**config.mk**
```make
export PLATFORM = sky130hd
export DESIGN_NAME = i2c_byte_master
export DESIGN_NICKNAME = d
export VERILOG_FILES = /design/src/rtl/i2cm_pkg.sv /design/src/rtl/i2cm_div.sv /design/src/rtl/i2cm_regs.sv /design/src/rtl/i2cm_seq.sv /design/src/rtl/i2c_byte_master.sv
export SDC_FILE = /design/constraint.sdc
export NUM_CORES = 1
export LEC_CHECK = 0
export ABC_AREA = 1
export BUFFER_PORTS_ARGS = -buffer_cell sky130_fd_sc_hd__buf_2
export CAP_MARGIN = 25
export CORE_ASPECT_RATIO = 1.4
export CORE_UTILIZATION = 60
export DETAILED_ROUTE_END_ITERATION = 12
export PLACE_DENSITY = 0.77
export REMOVE_ABC_BUFFERS = 1
export SETUP_SLACK_MARGIN = 0.3
export SLEW_MARGIN = 20
export SYNTH_ARGS = -nofsm -noshare
export SYNTH_HDL_FRONTEND = slang
export SYNTH_SLANG_ARGS = --single-unit
```
**constraint.sdc**
```tcl
create_clock -name clk -period 2.15 [get_ports clk]
set_input_delay 0.215 -clock clk [delete_from_list [all_inputs] [get_ports clk]]
set_output_delay 0.215 -clock clk [all_outputs]
set_load 0.005 [all_outputs]
```
**src/rtl/i2cm_pkg.sv**
```systemverilog
package i2cm_pkg;
  localparam int PS_W = 2;
  localparam logic [1:0] SEL_CTRL = 2'd0;
  localparam logic [1:0] SEL_STAT = 2'd1;
  localparam logic [1:0] SEL_DATA = 2'd2;
  localparam logic [1:0] SEL_RATE = 2'd3;
  localparam int B_FLAG  = 7;
  localparam int B_START = 5;
  localparam int B_STOP  = 4;
  localparam int B_EN    = 2;
  // status codes, upper five bits of the status register
  localparam logic [4:0] C_START   = 5'h01;
  localparam logic [4:0] C_AD_ACK  = 5'h03;
  localparam logic [4:0] C_AD_NACK = 5'h04;
  localparam logic [4:0] C_DT_ACK  = 5'h05;
  localparam logic [4:0] C_DT_NACK = 5'h06;
  localparam logic [4:0] C_IDLE    = 5'h1F;
  typedef enum logic [3:0] {
    ST_IDLE, ST_WAIT, ST_STA_PRE, ST_STA_HI, ST_STA_HOLD,
    ST_BIT_LO, ST_BIT_HI, ST_STO_LO, ST_STO_HI, ST_STO_REL
  } seq_e;
endpackage

```
**src/rtl/i2cm_div.sv**
```systemverilog
module i2cm_div #(
  parameter int RATE_W = 8,
  parameter int PS_W   = 2
) (
  input  logic              clk,
  input  logic              rst_n,
  input  logic              run,
  input  logic [RATE_W-1:0] rate,
  input  logic [PS_W-1:0]   presc,
  output logic              tick,
  output logic              mid
);
  localparam int CNT_W = RATE_W + 2 * ((1 << PS_W) - 1) + 1;

  logic [CNT_W-1:0] half_w, cnt_q, cnt_n;

  // half SCL period = 8 + rate * 4^presc
  assign half_w = CNT_W'(8) + (CNT_W'(rate) << {presc, 1'b0});
  assign tick   = run && (cnt_q >= half_w - CNT_W'(1));
  assign mid    = run && (cnt_q == (half_w >> 1));

  always_comb begin
    if (!run || tick) cnt_n = '0;
    else              cnt_n = cnt_q + CNT_W'(1);
  end

  always_ff @(posedge clk or negedge rst_n) begin
    if (!rst_n) cnt_q <= '0;
    else        cnt_q <= cnt_n;
  end
endmodule

```
**src/rtl/i2cm_regs.sv**
```systemverilog
module i2cm_regs
  import i2cm_pkg::*;
#(
  parameter int RATE_W = 8
) (
  input  logic              clk,
  input  logic              rst_n,
  input  logic              wr_en,
  input  logic [1:0]        wr_sel,
  input  logic [7:0]        wr_data,
  input  logic              seq_idle,
  input  logic              done,
  input  logic [4:0]        done_code,
  input  logic              stop_done,
  output logic [7:0]        ctrl_q,
  output logic [7:0]        status_q,
  output logic [7:0]        data_q,
  output logic [RATE_W-1:0] rate_q,
  output logic [PS_W-1:0]   presc_q,
  output logic              cmd_go,
  output logic              cmd_start,
  output logic              cmd_stop
);
  logic              wr_ctrl, cmd_ok;
  logic [7:0]        ctrl_n, data_n;
  logic [4:0]        code_q, code_n;
  logic [RATE_W-1:0] rate_n;
  logic [PS_W-1:0]   presc_n;

  assign wr_ctrl   = wr_en && (wr_sel == SEL_CTRL);
  assign cmd_ok    = wr_ctrl && wr_data[B_FLAG] && wr_data[B_EN];
  assign cmd_go    = cmd_ok && (ctrl_q[B_FLAG] || seq_idle);
  assign cmd_start = wr_data[B_START];
  assign cmd_stop  = wr_data[B_STOP];
  assign status_q  = {code_q, 1'b0, presc_q};

  always_comb begin
    ctrl_n  = ctrl_q;
    code_n  = code_q;
    data_n  = data_q;
    rate_n  = rate_q;
    presc_n = presc_q;
    if (wr_ctrl) begin
      ctrl_n         = wr_data;
      ctrl_n[B_FLAG] = ctrl_q[B_FLAG] & ~cmd_ok;
    end
    if (done)      ctrl_n[B_FLAG] = 1'b1;
    if (stop_done) ctrl_n[B_STOP] = 1'b0;
    if (done)           code_n = done_code;
    else if (stop_done) code_n = C_IDLE;
    if (wr_en && wr_sel == SEL_DATA) data_n  = wr_data;
    if (wr_en && wr_sel == SEL_RATE) rate_n  = RATE_W'(wr_data);
    if (wr_en && wr_sel == SEL_STAT) presc_n = wr_data[PS_W-1:0];
  end

  always_ff @(posedge clk or negedge rst_n) begin
    if (!rst_n) begin
      ctrl_q  <= '0;
      code_q  <= C_IDLE;
      data_q  <= '0;
      rate_q  <= '0;
      presc_q <= '0;
    end else begin
      ctrl_q  <= ctrl_n;
      code_q  <= code_n;
      data_q  <= data_n;
      rate_q  <= rate_n;
      presc_q <= presc_n;
    end
  end
endmodule

```
**src/rtl/i2cm_seq.sv**
```systemverilog
module i2cm_seq
  import i2cm_pkg::*;
(
  input  logic       clk,
  input  logic       rst_n,
  input  logic       cmd_go,
  input  logic       cmd_start,
  input  logic       cmd_stop,
  input  logic [7:0] tx_byte,
  input  logic       tick,
  input  logic       mid,
  input  logic       sda_in,
  output logic       run,
  output logic       scl_oe,
  output logic       sda_oe,
  output logic       done,
  output logic [4:0] done_code,
  output logic       stop_done,
  output logic       idle,
  output logic       cond
);
  seq_e       st_q, st_n;
  logic [7:0] sh_q, sh_n;
  logic [3:0] bit_q, bit_n;
  logic       addr_q, addr_n, scl_q, scl_n, sda_q, sda_n;

  assign scl_oe = scl_q;
  assign sda_oe = sda_q;
  assign run    = (st_q != ST_IDLE) && (st_q != ST_WAIT);
  assign idle   = (st_q == ST_IDLE);
  assign cond   = (st_q == ST_STA_HOLD) || (st_q == ST_STO_REL);

  always_comb begin
    st_n = st_q; sh_n = sh_q; bit_n = bit_q; addr_n = addr_q;
    scl_n = scl_q; sda_n = sda_q;
    done = 1'b0; done_code = C_IDLE; stop_done = 1'b0;
    case (st_q)
      ST_IDLE: begin
        scl_n = 1'b0; sda_n = 1'b0;
        if (cmd_go && cmd_start) st_n = ST_STA_HI;
      end
      ST_WAIT: if (cmd_go) begin
        if (cmd_start)     st_n = ST_STA_PRE;
        else if (cmd_stop) st_n = ST_STO_LO;
        else begin
          st_n = ST_BIT_LO; sh_n = tx_byte; bit_n = '0;
        end
      end
      ST_STA_PRE: begin
        if (mid) sda_n = 1'b0;
        if (tick) begin st_n = ST_STA_HI; scl_n = 1'b0; end
      end
      ST_STA_HI: if (tick) begin st_n = ST_STA_HOLD; sda_n = 1'b1; end
      ST_STA_HOLD: if (tick) begin
        st_n = ST_WAIT; scl_n = 1'b1; addr_n = 1'b1;
        done = 1'b1; done_code = C_START;
      end
      ST_BIT_LO: begin
        if (mid) sda_n = bit_q[3] ? 1'b0 : ~sh_q[7];
        if (tick) begin st_n = ST_BIT_HI; scl_n = 1'b0; end
      end
      ST_BIT_HI: if (tick) begin
        scl_n = 1'b1;
        if (bit_q[3]) begin
          st_n = ST_WAIT; addr_n = 1'b0; done = 1'b1;
          if (addr_q) done_code = sda_in ? C_AD_NACK : C_AD_ACK;
          else        done_code = sda_in ? C_DT_NACK : C_DT_ACK;
        end else begin
          st_n = ST_BIT_LO; bit_n = bit_q + 4'd1; sh_n = {sh_q[6:0], 1'b0};
        end
      end
      ST_STO_LO: begin
        if (mid) sda_n = 1'b1;
        if (tick) begin st_n = ST_STO_HI; scl_n = 1'b0; end
      end
      ST_STO_HI: if (tick) begin st_n = ST_STO_REL; sda_n = 1'b0; end
      ST_STO_REL: if (tick) begin st_n = ST_IDLE; stop_done = 1'b1; end
      default: st_n = ST_IDLE;
    endcase
  end

  always_ff @(posedge clk or negedge rst_n) begin
    if (!rst_n) begin
      st_q <= ST_IDLE; sh_q <= '0; bit_q <= '0; addr_q <= 1'b0;
      scl_q <= 1'b0; sda_q <= 1'b0;
    end else begin
      st_q <= st_n; sh_q <= sh_n; bit_q <= bit_n; addr_q <= addr_n;
      scl_q <= scl_n; sda_q <= sda_n;
    end
  end
endmodule

```
**src/rtl/i2c_byte_master.sv**
```systemverilog
module i2c_byte_master
  import i2cm_pkg::*;
#(
  parameter int RATE_W = 8
) (
  input  logic       clk,
  input  logic       rst_n,
  input  logic       wr_en,
  input  logic [1:0] wr_sel,
  input  logic [7:0] wr_data,
  output logic [7:0] ctrl_q,
  output logic [7:0] status_q,
  output logic [7:0] data_q,
  input  logic       sda_in,
  output logic       scl_oe,
  output logic       sda_oe
);
  logic              rst_meta, rst_sync_n;
  logic [RATE_W-1:0] rate_q;
  logic [PS_W-1:0]   presc_q;
  logic              cmd_go, cmd_start, cmd_stop, run, tick, mid;
  logic              done, stop_done, seq_idle, cond;
  logic [4:0]        done_code;

  // asynchronous assertion, synchronous release
  always_ff @(posedge clk or negedge rst_n) begin
    if (!rst_n) begin
      rst_meta   <= 1'b0;
      rst_sync_n <= 1'b0;
    end else begin
      rst_meta   <= 1'b1;
      rst_sync_n <= rst_meta;
    end
  end

  i2cm_regs #(.RATE_W(RATE_W)) u_regs (
    .clk(clk), .rst_n(rst_sync_n), .wr_en(wr_en), .wr_sel(wr_sel),
    .wr_data(wr_data), .seq_idle(seq_idle), .done(done),
    .done_code(done_code), .stop_done(stop_done), .ctrl_q(ctrl_q),
    .status_q(status_q), .data_q(data_q), .rate_q(rate_q),
    .presc_q(presc_q), .cmd_go(cmd_go), .cmd_start(cmd_start),
    .cmd_stop(cmd_stop)
  );

  i2cm_div #(.RATE_W(RATE_W), .PS_W(PS_W)) u_div (
    .clk(clk), .rst_n(rst_sync_n), .run(run), .rate(rate_q),
    .presc(presc_q), .tick(tick), .mid(mid)
  );

  i2cm_seq u_seq (
    .clk(clk), .rst_n(rst_sync_n), .cmd_go(cmd_go), .cmd_start(cmd_start),
    .cmd_stop(cmd_stop), .tx_byte(data_q), .tick(tick), .mid(mid),
    .sda_in(sda_in), .run(run), .scl_oe(scl_oe), .sda_oe(sda_oe),
    .done(done), .done_code(done_code), .stop_done(stop_done),
    .idle(seq_idle), .cond(cond)
  );
endmodule

```
Word level (Yosys, flattened, before mapping) --
Index checks and enable logic that the tools add are counted.
Operators by class: bitwise logic cells 3, multiplexer cells 55, reductions and logical operators 32, $add $sub $neg 4, equality and inequality tests 33, $lt $le $gt $ge 1, shifts and indexed selects 1
Operators with widths (count):
- 4-bit two-way mux | 16
- 8-bit two-way mux | 6
- 4-bit one-hot mux with 10 select lines | 1
- 5-bit two-way mux | 6
- 2-bit by 1-bit != test with 1-bit output (second input constant) | 12
- 4-bit by 3-bit equality test with 1-bit output (second input constant) | 4
- 8-bit one-hot mux with 2 select lines | 1
- 15-bit by 1-bit adder with 15-bit output (second input constant) | 1
- 4-bit by 15-bit adder with 15-bit output (first input constant) | 1
- 15-bit by 14-bit equality test with 1-bit output | 1
- 15-bit greater-or-equal comparator | 1
- 15-bit two-way mux | 1
- 8-bit by 3-bit left shift with 15-bit output | 1
- 15-bit by 1-bit subtractor with 15-bit output (second input constant) | 1
- 1-bit two-way mux | 14
- 2-bit != test (second input constant) | 7
- 6-bit AND reduction | 2
- 1-bit logical AND | 11
- 5-bit one-hot mux with 2 select lines | 1
- 10-bit AND reduction | 1
- 2-bit nonzero test | 5
- 4-bit by 2-bit equality test with 1-bit output (second input constant) | 2
- 4-bit equality test (second input constant) | 2
- 4-bit one-hot mux with 2 select lines | 1
- 24 further kinds | 30
Word-level totals: input port bits 14, register bits 67, word-level logic and storage cells 146

Longest topological paths before layout --
Gate-level depths: netlist (run 1).
depth after elaboration 9, mapped depth 30

Modules after synthesis --
From an unflattened synthesis (run 1), not the netlist that was laid out.
Unflattened totals: cell total of the unflattened synthesis 640, area total of the unflattened synthesis 4730.8 um^2
Modules (own cells, without submodules):
- i2cm_div | cells each 308, instances 1, area an instance 1996.9 um^2
- i2cm_regs | cells each 129, instances 1, area an instance 1346.3 um^2
- i2cm_seq | cells each 200, instances 1, area an instance 1333.8 um^2
- i2c_byte_master | cells each 3, instances 1, area an instance 53.8 um^2

Worst setup path before layout (run 1) --
OpenSTA, ideal clock, no wires.
path kind register to register, start point register u_regs.presc_q[0], end point register u_seq.sh_q[2], setup slack -1451 ps, period minus slack after synthesis 3601 ps, path buffers 3, stages on the path, launching flop included 30, required time 2028 ps, arrival 3479 ps, library setup time 122 ps, cells stage by stage dfrtp_1 > buf_6 > inv_4 > buf_8 > nand2_4 > nand2_2 > nand2_1 > inv_1 > ha_1 > inv_1 > nand3_1 > nand2_1 > inv_1 > nand3_2 > a21oi_1 > nand3_1 > nor2_2 > nand2_1 > nand2_1 > inv_1 > ha_1 > nand3_1 > nor4_1 > nand3b_1 > nand2_1 > nand2_1 > nand3_4 > buf_6 > nand2_1 > o21ai_2
Between the ends: longest elaborated chain between the ends 7
Ends and longest elaborated chain:
- start: declaration | RTL line i2cm_regs.sv:19 | output logic [PS_W-1:0] presc_q,
- start signal: assignment | RTL line i2cm_regs.sv:68 | presc_q <= presc_n;
- 8-bit by 3-bit left shift with 15-bit output | RTL line i2cm_div.sv:18 | assign half_w = CNT_W'(8) + (CNT_W'(rate) << {presc, 1'b0});
- 4-bit by 15-bit adder with 15-bit output | RTL line i2cm_div.sv:18
- 15-bit by 1-bit subtractor with 15-bit output | RTL line i2cm_div.sv:19 | assign tick = run && (cnt_q >= half_w - CNT_W'(1));
- 15-bit greater-or-equal comparator | RTL line i2cm_div.sv:19
- 1-bit logical AND | RTL line i2cm_div.sv:19
- 2-bit by 1-bit != test with 1-bit output (no line)
- 6-bit AND reduction (no line)
- end signal: assignment | RTL line i2cm_seq.sv:87 | st_q <= st_n; sh_q <= sh_n; bit_q <= bit_n; addr_q <= addr_n;
- end: declaration | RTL line i2cm_seq.sv:23 | logic [7:0] sh_q, sh_n;
No other way between the ends. A chain may end at the register's enable or synchronous reset.

Worst setup path in the final report (run 1) --
start point register u_regs.presc_q[0], end point register u_seq.sh_q[5]
Same word-level chain as after synthesis.

==> results.py, run 1 <==
metrics = {
    "detailed_routing": {
        "dr.pass1.iters": 5,
        "drc": 0,
        "dr_wl_met3_um": 1120,
        "drt-initial-drc-count": 435,
        "wirelength_um": 15700,
        "vias_per_cell": 5.99,
        "wl_met1_um": 5480,
        "wl_met2_um": 8040,
        "vias": 4920,
        "wl_per_cell_um": 19.1,
        "top_layer": "met4",
        "drtAntennaViolNets": 0,
    },
    "global_routing": {
        "grt_max_degree": 27,
        "first_global_vias": 4508,
        "grt_usage_pct": 34.1,
        "grt-ovfl-total": 0,
        "antenna_found_initial": 0,
        "grt_pass1_wl_um": 20100,
    },
    "synth": {
        "synth_top_family_by_area": "simple AND/OR/NAND/NOR gates",
        "synth_cell_types": 47,
        "synth-simple-area-share_pct": 32.4,
        "yosys-top-cells-area": "dfrtp_1 35%, nand2_1 12%, ha_1 5.9%",
        "async_flop_share_pct": 100,
        "synth_compound_area_share_pct": 11.2,
        "synth_xor_area_share_pct": 2.96,
        "yosysTopAreaCell": "dfrtp_1",
        "synthAdderAreaFrac_pct": 5.91,
        "syn-instance-count": 575,
        "synth_top_area_share_pct": 34.9,
        "yosysWarnings": 0,
        "syn_area_per_cell_um2": 7.73,
        "synth_edf_count": 0,
        "yosys_most_used_dff": "dfrtp_1",
        "netlist_area_um2": 4440,
        "synth_mux_area_share_pct": 1.58,
        "ys_seq_elements": 66,
        "ys_seq_area_share_pct": 37.3,
    },
    "pwr": {
        "ir_drop_uv": 750,
        "power_density_nw_per_um2": 995,
        "p_leak_uw": 0.00307,
    },
    "timing": {
        "finalSetupViolations": 40,
        "rsz0062_at_grt": "yes",
        "min_period_ps": 3810,
        "final_hold_viol_count": 0,
        "finalMaxSlewViolations": 0,
        "clock_skew_ps": 27.4,
        "fin_ws_ps": -1660,
        "fmax_mhz": 263,
        "max_slew_margin_pct": 63.1,
        "worstMarginPinSlew_ps": 546,
        "post-route-period-util_pct": 177,
    },
    "placed_design": {
        "hpwl_um": 8740,
        "place_area_um2": 5310,
        "io_buffers": 38,
        "place_congestion": 0.943,
    },
    "layout": {
        "drive_above_1_share_pct": 42.7,
        "fin_area_um2": 6250,
        "area_growth_pct": 40.6,
        "antenna_cells": 0,
        "final_common_cell": "nand2_1",
        "finalNetCount": 756,
        "finish.utilization_pct": 88.4,
        "n_fill_cell": 346,
        "mostFrequentLayoutCells": "100 x nand2_1, 91 x buf_4, 60 x dfrtp_1",
    },
    "die": {
        "fp.dieW_um": 74.7,
        "core_um2": 7070,
        "pin_count": 40,
        "die_area_um2": 7760,
        "start_util_pct": 62.8,
        "row_count": 36,
        "die-height_um": 104,
    },
    "clocking": {
        "cts.path.max_buffers": 2,
        "clk_pin_slew_ps": 100,
        "clock-root-buffer": "clkbuf_8",
        "cts_made_buffers": 9,
        "htreeDepth": 3,
        "cts_tree": "yes",
        "clock_latency_ps": 380,
        "cts_sinks": 66,
    },
    "setup_path": {
        "startpoint": "u_regs.presc_q[0]",
        "cpMostUsedCell": "nand2_4",
        "path_class": "register to register",
        "crit_path_max_incr_delay_ps": 460,
        "critPathRequiredTime_ps": 2400,
        "crit_path_end_kind": "register",
        "slowest_stage": "dfrtp_2",
        "cp_max_fo": 6,
        "r2r-start": "u_regs.presc_q[0]",
        "cp-start-kind": "register",
        "arrival_ps": 4060,
    },
    "outcome": {
        "violations": "negative setup slack",
        "outcome": "finished, violations left",
    },
    "flow_run": {
        "cap_viol_max_count": 0,
    },
    "hold_path": {
        "holdCritPathClass": "input pin to register",
        "min_from": "wr_data[2]",
    },
}
-- cell families (layout without fill, tap and decap cells) --
kind of cell,after synthesis,count (layout)
compound gates,83,83
xor+xnor,15,15
fa+ha+maj,21,21
buf+inv,85,236
flops,66,66
mux,7,7
other cells,2,2
simple gates,296,296
-- synth_stat cells (4+ instances only) --
cell and number:
nand2_1 140, inv_1 66, dfrtp_1 62, nor2_1 47, nand3_1 41, o21ai_0 37, ha_1 21, a21oi_1 20
nand2_2 13, xor2_1 12, o21ai_2 11, nor3_1 10, nand4_1 8, mux2i_1 7, nor2_4 7, nor3b_1 7
nand3_2 6, inv_2 5, nor2_2 5, clkbuf_1 4, dfstp_2 4
-- timing repair --
action,in CTS,in global routing
gates cloned,0,2
pin swaps,11,35
hold endpoints to repair,2,0
endpoints found under the setup margin,40,40
setup buffers,16,8
gates resized for setup,40,96
hold buffers,1,0
-- critical path: cells and delay by family (launching register included) --
family          cells  cell delay [ps]
buf+inv             6              670
fa+ha+maj           2              480
flops               1              460
simple gates       16             1920
compound gates      2              110
-- per-layer routing --
layer,track usage (%),vias up
met5,0,-
met1,36.7,2340
li1,-,2170
met4,23.9,0
met3,6.03,111
met2,57.8,299
-- path summary, 6_finish.rpt --
path,depth (start not counted),endpoint,slack [ps]
max,26,u_seq.sh_q[5],-1660
min,3,u_regs.data_q[2],130
max reg2reg,26,u_seq.sh_q[5],-1660
min reg2reg,0,u_regs.rate_q[1],210
max in group asynchronous,1,u_regs.presc_q[0],1240
min in group asynchronous,2,rst_sync_n,160
-- report_power, final --
part | internal (uW) | switching [uW] | leakage [uW] | total [uW]
Sequential | 1480 | 260 | 0.000838 | 1740
Combinational | 1420 | 1950 | 0.00214 | 3370
Clock | 538 | 562 | 0.0000889 | 1100
-- registers in the layout, indices dropped and copies added, names as in the netlist, 2 cells and up --
register        flops
u_div.cnt_q        15
u_regs.code_q       4
u_regs.ctrl_q       8
u_regs.data_q       8
u_regs.presc_q      2
u_regs.rate_q       8
u_seq.bit_q         4
u_seq.sh_q          8
u_seq.st_q          4
-- area by class of cell --
class                           count  area, um2  share of cell area, %
Tap cell                           95        119                   1.90
Timing Repair Buffer              148       1140                   18.2
Sequential cell                    66       1660                   26.6
Clock buffer                       10        128                   2.04
Multi-Input combinational cell    424       2850                   45.7
Inverter                           72        283                   4.53
Clock inverter                      6       66.3                   1.06
-- stage by stage --
| step | hold slack [ps] | setup TNS [ps] | worst slack [ps] | std cells | total power, uW |
|---|---|---|---|---|---|
| 6_report | 131 | -61030 | -1660 | 821 | 6210 |
| 5_1_grt | 167 | -71220 | -1900 | 821 | 6530 |
| 4_1_cts | 127 | -50670 | -1340 | 811 | 5490 |
| 3_5_place_dp | 1.20 | -53740 | -1480 | 778 | 4220 |
| 3_3_place_gp | -0.648 | -48620 | -1330 | 778 | 4140 |
| 2_1_floorplan | -80.6 | -54630 | -1510 | 562 | 3220 |
(Power assumes the default switching activity.)
==> run 2: changes to the inputs <==
Settings changed: PLACE_DENSITY 0.77 to default, PLACE_DENSITY_LB_ADDON from default to 0.15.
==> run 2 against run 1 <==
Against the previous run: the flow still finishes with violations (negative setup slack); clock power hardly changed; combinational power is 1% higher; sequential share of layout area is 0.16 points lower; die area stayed put; hold slack better by 6.4 ps; via count is 0.30% higher; non-clock buffer count stayed put; critical endpoint is now u_seq.sh_q[1]; largest cell class unchanged.
==> results.py, run 2 (synthesized netlist as in run 1, its figures left out) <==
metrics = {
    "setup_path": {
        "crit_path_end_kind": "register",
        "regToRegSetupSlack_ps": -1720,
        "endpoint": "u_seq.sh_q[1]",
        "path_class": "register to register",
        "arrival_ps": 4160,
        "r2r-start": "u_regs.presc_q[0]",
        "cp-start-kind": "register",
        "cp_max_fo": 6,
        "startpoint": "u_regs.presc_q[0]",
        "r2r.worst_path.cells": 27,
        "r2r-end": "u_seq.sh_q[1]",
        "critPathRequiredTime_ps": 2450,
    },
    "detailed_routing": {
        "drtAntennaViolNets": 0,
        "vias_per_cell": 6.01,
        "drt-initial-drc-count": 388,
        "dr.pass1.iters": 5,
        "wirelength_um": 16500,
        "drc": 0,
        "vias": 4935,
        "wl_per_cell_um": 20.0,
    },
    "timing": {
        "fmax_mhz": 259,
        "clock_skew_ps": 10.2,
        "hold_slack_ps": 137,
        "fin_ws_ps": -1720,
        "finalSetupViolations": 40,
        "min_period_ps": 3870,
        "worstMarginPinSlew_ps": 618,
        "rsz0062_at_grt": "yes",
        "final_hold_viol_count": 0,
        "finalMaxSlewViolations": 0,
        "max_slew_margin_pct": 58.4,
        "post-route-period-util_pct": 180,
    },
    "layout": {
        "largest_reg_flops": 15,
        "top_register": "u_div.cnt_q",
        "mostFrequentLayoutCells": "100 x nand2_1, 99 x buf_4, 60 x dfrtp_1",
        "antenna_cells": 0,
        "finalNonFillerCells": 821,
        "final_common_cell": "nand2_1",
        "finalNetCount": 756,
        "drive_above_1_share_pct": 43.9,
        "area_growth_pct": 41.5,
    },
    "die": {
        "die_area_um2": 7760,
        "core_um2": 7070,
        "start_util_pct": 62.8,
        "row_count": 36,
        "pin_count": 40,
        "die-height_um": 104,
        "fp.dieW_um": 74.7,
    },
    "global_routing": {
        "grt_max_degree": 65,
        "first_global_vias": 4793,
        "grt_usage_pct": 39.3,
        "antenna_found_initial": 0,
        "grt_pass1_wl_um": 22500,
        "grt-ovfl-total": 0,
    },
    "pwr": {
        "p_leak_uw": 0.00309,
        "pwr-share-clk_pct": 17.6,
        "p_switching_uw": 2780,
        "power_density_nw_per_um2": 993,
        "pwr-share-comb_pct": 54.6,
        "swShare_pct": 44.6,
        "p_int_uw": 3460,
        "ir_drop_uv": 903,
        "pwr-share-seq_pct": 27.8,
    },
    "placed_design": {
        "dp_cells": 776,
        "io_buffers": 38,
        "hpwl_um": 9040,
        "place_congestion": 0.968,
    },
    "clocking": {
        "clk_pin_slew_ps": 80,
        "cts_sinks": 66,
        "clock-root-buffer": "clkbuf_8",
        "cts_tree": "yes",
        "clock_latency_ps": 370,
        "cts.path.max_buffers": 2,
        "htreeDepth": 3,
        "cts_made_buffers": 9,
    },
    "outcome": {
        "violations": "negative setup slack",
        "outcome": "finished, violations left",
    },
    "flow_run": {
        "cap_viol_max_count": 0,
    },
    "hold_path": {
        "holdCritPathClass": "input pin to register",
    },
}
-- run 2: worst max-delay path, cell delays in order (launching register included) --
cell       delay, ps
dfrtp_2          460
inv_4            110
nand2_4           50
nand2_2           80
nand2_2           70
inv_2            100
ha_4             190
inv_4             50
nand3_4           90
nand2_4           60
inv_4             70
nand3_4           80
buf_4            140
buf_4            140
xnor2_1          430
ha_1             370
nand2_1           90
nor2_1            50
a211oi_1         190
nand2_1           90
nand3_1          100
nand3b_1         100
nand2_2          150
nand2_2          100
nand3_4          130
clkbuf_16        190
nand2_4           50
o21ai_2           60
-- run 2: how the worst min path moves through the flow --
stage | start | to | cells past startpoint
6_report | wr_data[2] | u_regs.ctrl_q[2] | 3
5_1_grt | wr_data[2] | u_regs.ctrl_q[2] | 3
4_1_cts | wr_data[2] | u_regs.ctrl_q[2] | 3
3_5_place_dp | rst_n | rst_meta | 1
3_3_place_gp | rst_n | rst_meta | 1
2_1_floorplan | rst_n | rst_meta | 0
-- run 2: what timing repair did --
action,in CTS,in global routing
hold buffers,1,0
cloned,2,1
hold endpoints to repair,2,0
buffers inserted,18,7
pin swaps,16,34
setup endpoints to repair,40,40
resized for setup,60,84
-- run 2: layout make-up --
| class | count | area, um2 |
|---|---|---|
| well taps | 95 | 119 |
| clock inverters | 6 | 66.3 |
| fillers | 353 | 786 |
| clock buffers | 10 | 138 |
| flip-flops and latches | 66 | 1660 |
| repair buffers | 148 | 1100 |
| multi-input cells | 424 | 2920 |
| inverters | 72 | 283 |
-- run 2: metrics by stage --
step | total power, uW | setup slack (ps) | setup TNS [ps] | area [um2] | utilization, %
after floorplan | 3220 | -1510 | -54630 | 4340 | -
after global placement | 4130 | -1350 | -49360 | 5280 | 74.7
after detailed placement | 4190 | -1570 | -55610 | 5280 | 74.7
after CTS | 5600 | -1250 | -47600 | 5860 | 82.9
after global routing | 6570 | -1890 | -72170 | 6290 | 88.9
final | 6240 | -1720 | -65120 | 6290 | 88.9
-- run 2: power by group through the flow --
stage	sequential, uW	clock (uW)	combinational, uW
after global placement	1690	0	2430
final	1740	1100	3410
after detailed placement	1700	0	2490
after floorplan	1700	0	1520
after global routing	1750	1150	3670
after CTS	1690	1080	2830
-- run 2: per-layer routing --
| metal | global-route usage [%] | wire length (um) | vias to the layer above |
|---|---|---|---|
| met5 | 0 | 38 | - |
| met4 | 21.0 | 1280 | 2 |
| met3 | 11.5 | 1310 | 115 |
| met2 | 66.6 | 8080 | 273 |
| met1 | 42.6 | 5760 | 2370 |
| li1 | - | - | 2175 |
